### config.mk
export PLATFORM = sky130hd
export DESIGN_NAME = can_wake_ctrl
export DESIGN_NICKNAME = d
export VERILOG_FILES = /design/src/rtl/can_wake_pkg.sv /design/src/rtl/cw_reset_sync.sv /design/src/rtl/cw_mode_sync.sv /design/src/rtl/cw_wake_arm.sv /design/src/rtl/cw_dom_filter.sv /design/src/rtl/can_wake_ctrl.sv
export SDC_FILE = /design/constraint.sdc
export NUM_CORES = 1
export LEC_CHECK = 0
export ABC_AREA = 1
export BUFFER_PORTS_ARGS = -buffer_cell sky130_fd_sc_hd__buf_2
export CAP_MARGIN = 15
export CELL_PAD_IN_SITES_DETAIL_PLACEMENT = 1
export CELL_PAD_IN_SITES_GLOBAL_PLACEMENT = 1
export CORE_AREA = 5 5 42 44
export DETAILED_ROUTE_END_ITERATION = 8
export DIE_AREA = 0 0 47 49
export MAX_ROUTING_LAYER = met4
export PLACE_DENSITY = 0.58
export SETUP_SLACK_MARGIN = 0.1
export SYNTH_ARGS = -nofsm -noshare
export SYNTH_HDL_FRONTEND = slang
export SYNTH_HIERARCHICAL = 1
export SYNTH_SLANG_ARGS = --single-unit
### constraint.sdc
create_clock -name clk -period 2.36 [get_ports clk]
set_input_delay 0.354 -clock clk [delete_from_list [all_inputs] [get_ports clk]]
set_output_delay 0.354 -clock clk [all_outputs]
set_load 0.1 [all_outputs]
### src/rtl/can_wake_pkg.sv
package can_wake_pkg;
  typedef enum logic {
    MODE_NORMAL  = 1'b0,
    MODE_STANDBY = 1'b1
  } cw_mode_e;

  localparam int unsigned CW_SYNC_STAGES = 2;
endpackage

### src/rtl/cw_reset_sync.sv
module cw_reset_sync (
  input  logic clk,
  input  logic rst_n,
  output logic rst_sync_n
);
  logic [1:0] stage_q;

  always_ff @(posedge clk or negedge rst_n) begin
    if (!rst_n) stage_q <= 2'b00;
    else        stage_q <= {stage_q[0], 1'b1};
  end

  assign rst_sync_n = stage_q[1];
endmodule

### src/rtl/cw_mode_sync.sv
module cw_mode_sync
  import can_wake_pkg::*;
(
  input  logic     clk,
  input  logic     rst_n,
  input  logic     req_async,
  output cw_mode_e mode
);
  logic [CW_SYNC_STAGES-1:0] chain_q;
  logic [CW_SYNC_STAGES-1:0] chain_d;

  always_comb begin
    chain_d = {chain_q[CW_SYNC_STAGES-2:0], req_async};
  end

  always_ff @(posedge clk or negedge rst_n) begin
    if (!rst_n) chain_q <= '1;
    else        chain_q <= chain_d;
  end

  assign mode = chain_q[CW_SYNC_STAGES-1] ? MODE_STANDBY : MODE_NORMAL;
endmodule

### src/rtl/cw_wake_arm.sv
module cw_wake_arm #(
  parameter bit UNCOND = 1'b1
) (
  input  logic clk,
  input  logic rst_n,
  input  logic in_stby,
  input  logic bus_dom,
  output logic armed
);
  generate
    if (UNCOND) begin : g_uncond
      assign armed = 1'b1;
    end else begin : g_cond
      logic arm_q;
      logic arm_d;
      logic arm_en;

      always_comb begin
        arm_en = !in_stby || !bus_dom;
        arm_d  = in_stby;
      end

      always_ff @(posedge clk or negedge rst_n) begin
        if (!rst_n)      arm_q <= 1'b0;
        else if (arm_en) arm_q <= arm_d;
      end

      assign armed = arm_q;
    end
  endgenerate
endmodule

### src/rtl/cw_dom_filter.sv
module cw_dom_filter #(
  parameter int unsigned FILT_CYC = 4
) (
  input  logic clk,
  input  logic rst_n,
  input  logic in_stby,
  input  logic armed,
  input  logic bus_dom,
  output logic wake
);
  localparam int unsigned CW = (FILT_CYC < 1) ? 1 : $clog2(FILT_CYC + 1);
  localparam logic [CW-1:0] LIMIT = CW'(FILT_CYC);

  logic [CW-1:0] cnt_q, cnt_d;
  logic          wake_q, wake_d;
  logic          counting;

  always_comb begin
    counting = in_stby && armed && bus_dom;
    if (!counting)           cnt_d = '0;
    else if (cnt_q == LIMIT) cnt_d = cnt_q;
    else                     cnt_d = cnt_q + 1'b1;
    wake_d = counting && (wake_q || (cnt_q == LIMIT));
  end

  always_ff @(posedge clk or negedge rst_n) begin
    if (!rst_n) begin
      cnt_q  <= '0;
      wake_q <= 1'b0;
    end else begin
      cnt_q  <= cnt_d;
      wake_q <= wake_d;
    end
  end

  assign wake = wake_q;
endmodule

### src/rtl/can_wake_ctrl.sv
module can_wake_ctrl
  import can_wake_pkg::*;
#(
  parameter int unsigned FILT_CYC = 4,
  parameter bit          UNCOND   = 1'b1
) (
  input  logic clk,
  input  logic rst_n,
  input  logic stby_req,
  input  logic bus_dom,
  output logic rxd,
  output logic tx_en,
  output logic rx_en
);
  logic     rst_int;
  cw_mode_e mode;
  logic     in_stby;
  logic     armed;
  logic     wake;

  cw_reset_sync u_rst (
    .clk        (clk),
    .rst_n      (rst_n),
    .rst_sync_n (rst_int)
  );

  cw_mode_sync u_mode (
    .clk       (clk),
    .rst_n     (rst_int),
    .req_async (stby_req),
    .mode      (mode)
  );

  assign in_stby = (mode == MODE_STANDBY);

  cw_wake_arm #(.UNCOND(UNCOND)) u_arm (
    .clk     (clk),
    .rst_n   (rst_int),
    .in_stby (in_stby),
    .bus_dom (bus_dom),
    .armed   (armed)
  );

  cw_dom_filter #(.FILT_CYC(FILT_CYC)) u_filt (
    .clk     (clk),
    .rst_n   (rst_int),
    .in_stby (in_stby),
    .armed   (armed),
    .bus_dom (bus_dom),
    .wake    (wake)
  );

  always_comb begin
    tx_en = !in_stby;
    rx_en = !in_stby;
    rxd   = in_stby ? !wake : !bus_dom;
  end
endmodule

# Word level (Yosys, flattened, before mapping)
# Cells that the tools add are included.
# Widths: inputs -> output; s select.
[classes]
addsub = 1
n_eq_ne = 2
n_mux = 4
reduce_logical = 6
[ops]
columns = ["operator", "count"]
rows = [
  ["$mux 3", 2],
  ["$add 3x1->3 const B", 1],
  ["$eq 3x3->1 const B", 1],
  ["$logic_not 1->1", 3],
  ["$logic_and 1x1->1", 2],
  ["$mux 1", 2],
  ["$ne 2x2->1 const B", 1],
  ["$logic_or 1x1->1", 1],
]
[totals]
ff_bits = 8
wordCells = 17

# Longest topological paths before layout
[depth]
word_depth = 3
mapped_depth = 6

# Modules after synthesis
# The synthesis kept the hierarchy.
[modules_own_cells]
columns = ["mod", "instances", "cells_per_inst", "area_each_um2"]
rows = [
  ["cw_dom_filter", 1, 33, 232.7],
  ["cw_reset_sync", 1, 3, 53.8],
  ["cw_mode_sync", 1, 2, 52.6],
  ["can_wake_ctrl", 1, 7, 35.0],
  ["cw_wake_arm", 1, 2, 11.3],
]

# Worst setup path before layout
# Ideal clock, no wire load.
[synth_path]
path_kind = "reg-to-output"
from = "register u_mode.chain_q[1]"
to = "output rxd"
t_arrival_ps = 1205
required_time_ps = 2006
setup_slack_ps = 801
path_stages_with_launch = 4
cell_sequence = "dfstp_2 > inv_2 > nand2_2 > nand2_2"
[synth_via]
elab_chain_len = 2
[synth_lines]
columns = ["element", "line_no", "text"]
rows = [
  ["from (decl)", "cw_mode_sync.sv:9", "logic [CW_SYNC_STAGES-1:0] chain_q;"],
  ["from (signal assigned)", "cw_mode_sync.sv:18", "else chain_q <= chain_d;"],
  ["$mux 1", "cw_mode_sync.sv:21", "assign mode = chain_q[CW_SYNC_STAGES-1] ? MODE_STANDBY : MODE_NORMAL;"],
  ["$mux 1", "can_wake_ctrl.sv:56", "rxd = in_stby ? !wake : !bus_dom;"],
  ["to (decl)", "can_wake_ctrl.sv:11", "output logic rxd,"],
]
# Every way passes these cells.

# Worst setup path after layout
# Same ends and word-level chain as after synthesis.

==> results by group <==
Outcome
  • Status: finished clean

Logic synthesis
  • Avg Cell Area, Syn: 8.20 um^2
  • Synth area leader: dfrtp_1
  • Synthesized Nets: 53
  • Flip-flop and latch count after synthesis: 8
  • Ranking of synthesized cells by area: dfrtp_1 39%, dfstp_2 14%, nand2_1 12%
  • Sequential element share of the synthesized area: 52.6%
  • Cell Area, Synth: 385 um^2
  • YS warnings: 6
  • Post-synth top area share: 39.0%
  • Post-Syn Instances: 47
  • Yosys cell types: 12

Global route
  • Initial antenna violation count: 0
  • Global-route wire length before repair: 972 um
  • Congestion Overflow GR: 0
  • GRT Resource Usage Total: 6.26%
  • Vias in the first global route: 258
  • Largest net degree at the start of global routing: 7

Power
  • Maximum VDD drop: 0.000484 V
  • P_leak: 0.000255 uW
  • Pwr Total: 293 uW
  • PwrDens: 642 nW/um^2

Job
  • Number of max-cap violations: 0

STA
  • Fmax: 597 MHz
  • Max Slew Vio Count: 0
  • RSZ-0062 raised after global routing: no
  • Fin crit share: 70.9%
  • Sum of negative setup slack: 0 ps
  • Final hold viol count: 0
  • Post-route minimum period: 1670 ps
  • Clk_skew: 1.55 ps
  • # setup viols final: 0

Detailed routing
  • DRT antenna net count: 0
  • Wire per inst: 8.35 um
  • Routed wire length: 601 um
  • Pre-antenna DRT Iters: 4
  • Vias: 271
  • Vias per cell: 3.76
  • Iter 0 DRT Violations: 4
  • DRC violations left: 0

Layout
  • Layout cells sized above 1: 28.6%
  • Most frequent cells in the layout: 12 x nand2_1, 10 x inv_1, 6 x buf_2, 6 x dfrtp_1, 5 x nor2_1
  • Ant. Diodes: 0
  • Layout area overhead: 18.5%
  • Commonest non-fill, non-tap cell in the layout: nand2_1
  • NumNets Final: 63

Placed design
  • DP HPWL: 484 um
  • GPL Wtd Cong: 0.707
  • PortBufs: 6

Clock tree
  • Worst-path clk slew: 50 ps
  • Clock latency on the worst-skew pair: 250 ps
  • H-tree depth: 1
  • CTS sink cnt: 8
  • Setup bufs post-CTS: 0
  • TritonCTS clock tree: yes
  • Total CTS buffers: 3
  • Max clock buf depth: 2
  • Root buffer cell: clkbuf_4

Critical path
  • Max Fanout on Critical Path: 3
  • Worst Path Arrival: 1320 ps
  • CP Launch Type: flop
  • CP required: 2010 ps
  • Reg2reg path depth: 6
  • Crit end category: output port
  • Worst Path Class, Setup: flop to output port

Die
  • Num rows: 14
  • Die W: 47 um
  • IO Count: 7
  • Die ar.: 2300 um^2
  • Core area: 1400 um^2
  • Die Ht: 49 um
  • Initial Util: 27.5%

Hold path
  • Hold Crit Class: flop to asynchronous set/reset pin
state kept, by name, summed over array words and instances (netlist names):
register	cells
u_filt/wake	1
u_filt/cnt_q	3
u_rst/stage_q	2
u_mode/chain_q	2
synthesized netlist by cell type:
master and count:
inv_1 10, nand3_1 1, nand2_1 12, dfrtp_1 6, nor2_2 1, dfstp_2 2, nand2_2 3, buf_4 2
conb_1 2, inv_2 1, nor2_1 5, ha_1 2
logic make-up after synthesis:
logic type / Yosys count / synth area share (%)
fa+ha+maj: 2 / 6.49
simple gates: 22 / 24.4
buf+inv: 13 / 14.6
flops: 8 / 52.6
other cells: 2 / 1.95
area by class of cell:
type	instances	area (um^2)
repair buffers	7	40.0
well taps	16	20.0
multi-input cells	26	126
inverters	11	41.3
clock buffers	4	26.3
flip-flops and latches	8	203
fillers	175	945
worst max-delay path: stages (launching register included):
cell and delay, ps:
dfstp_2 540, nand2_1 70, nand2_2 50, buf_2 410
where the power goes:
part | switching (uW) | internal [uW] | total (uW) | leakage (uW)
Sequential | 3.70 | 143 | 147 | 0.0000997
Clock | 43.2 | 64.5 | 108 | 0.0000150
Combinational | 30.4 | 8.32 | 38.7 | 0.000141
metal layers:
layer  up-vias  wire (um)  global-route usage, %
met1       121        254                   6.32
met3         0         41                   5.54
li1        143          -                      -
met4         0          0                      0
met5         -          0                      -
met2         7        306                   9.73
metrics by stage:
stage / area (um^2) / hold slack (ps) / std cells / setup WS (ps) / util, %
finish: 457 / 89.7 / 72 / 686 / 32.6
global route: 457 / 121 / 72 / 654 / 32.6
CTS: 457 / 102 / 72 / 673 / 32.6
detailed placement: 420 / 96.1 / 67 / 944 / 30.0
global placement: 420 / 97.5 / 67 / 955 / 30.0
floorplan: 385 / 58.4 / 47 / 801 / -
what timing repair did:
item,4_1_cts,5_1_grt
setup endpoints to repair,0,0
hold endpoints to repair,2,0
hold buffers,1,0
resized for setup,0,0
path summary, 6_finish.rpt:
path	from	endpoint	slack [ps]
max	u_mode/chain_q[1]$_DFF_PN1_	rxd	690
min	u_rst/stage_q[1]$_DFF_PN0_	u_filt/cnt_q[1]$_DFFE_PN0P_	90
max reg2reg	u_filt/cnt_q[0]$_DFFE_PN0P_	u_filt/wake$_DFF_PN0_	1280
min reg2reg	u_rst/stage_q[1]$_DFF_PN0_	u_filt/cnt_q[1]$_DFFE_PN0P_	90
max in group asynchronous	rst_n	u_rst/stage_q[1]$_DFF_PN0_	1850
min in group clk	stby_req	u_mode/chain_q[0]$_DFF_PN1_	210
Power figures use the tool's default switching activity.
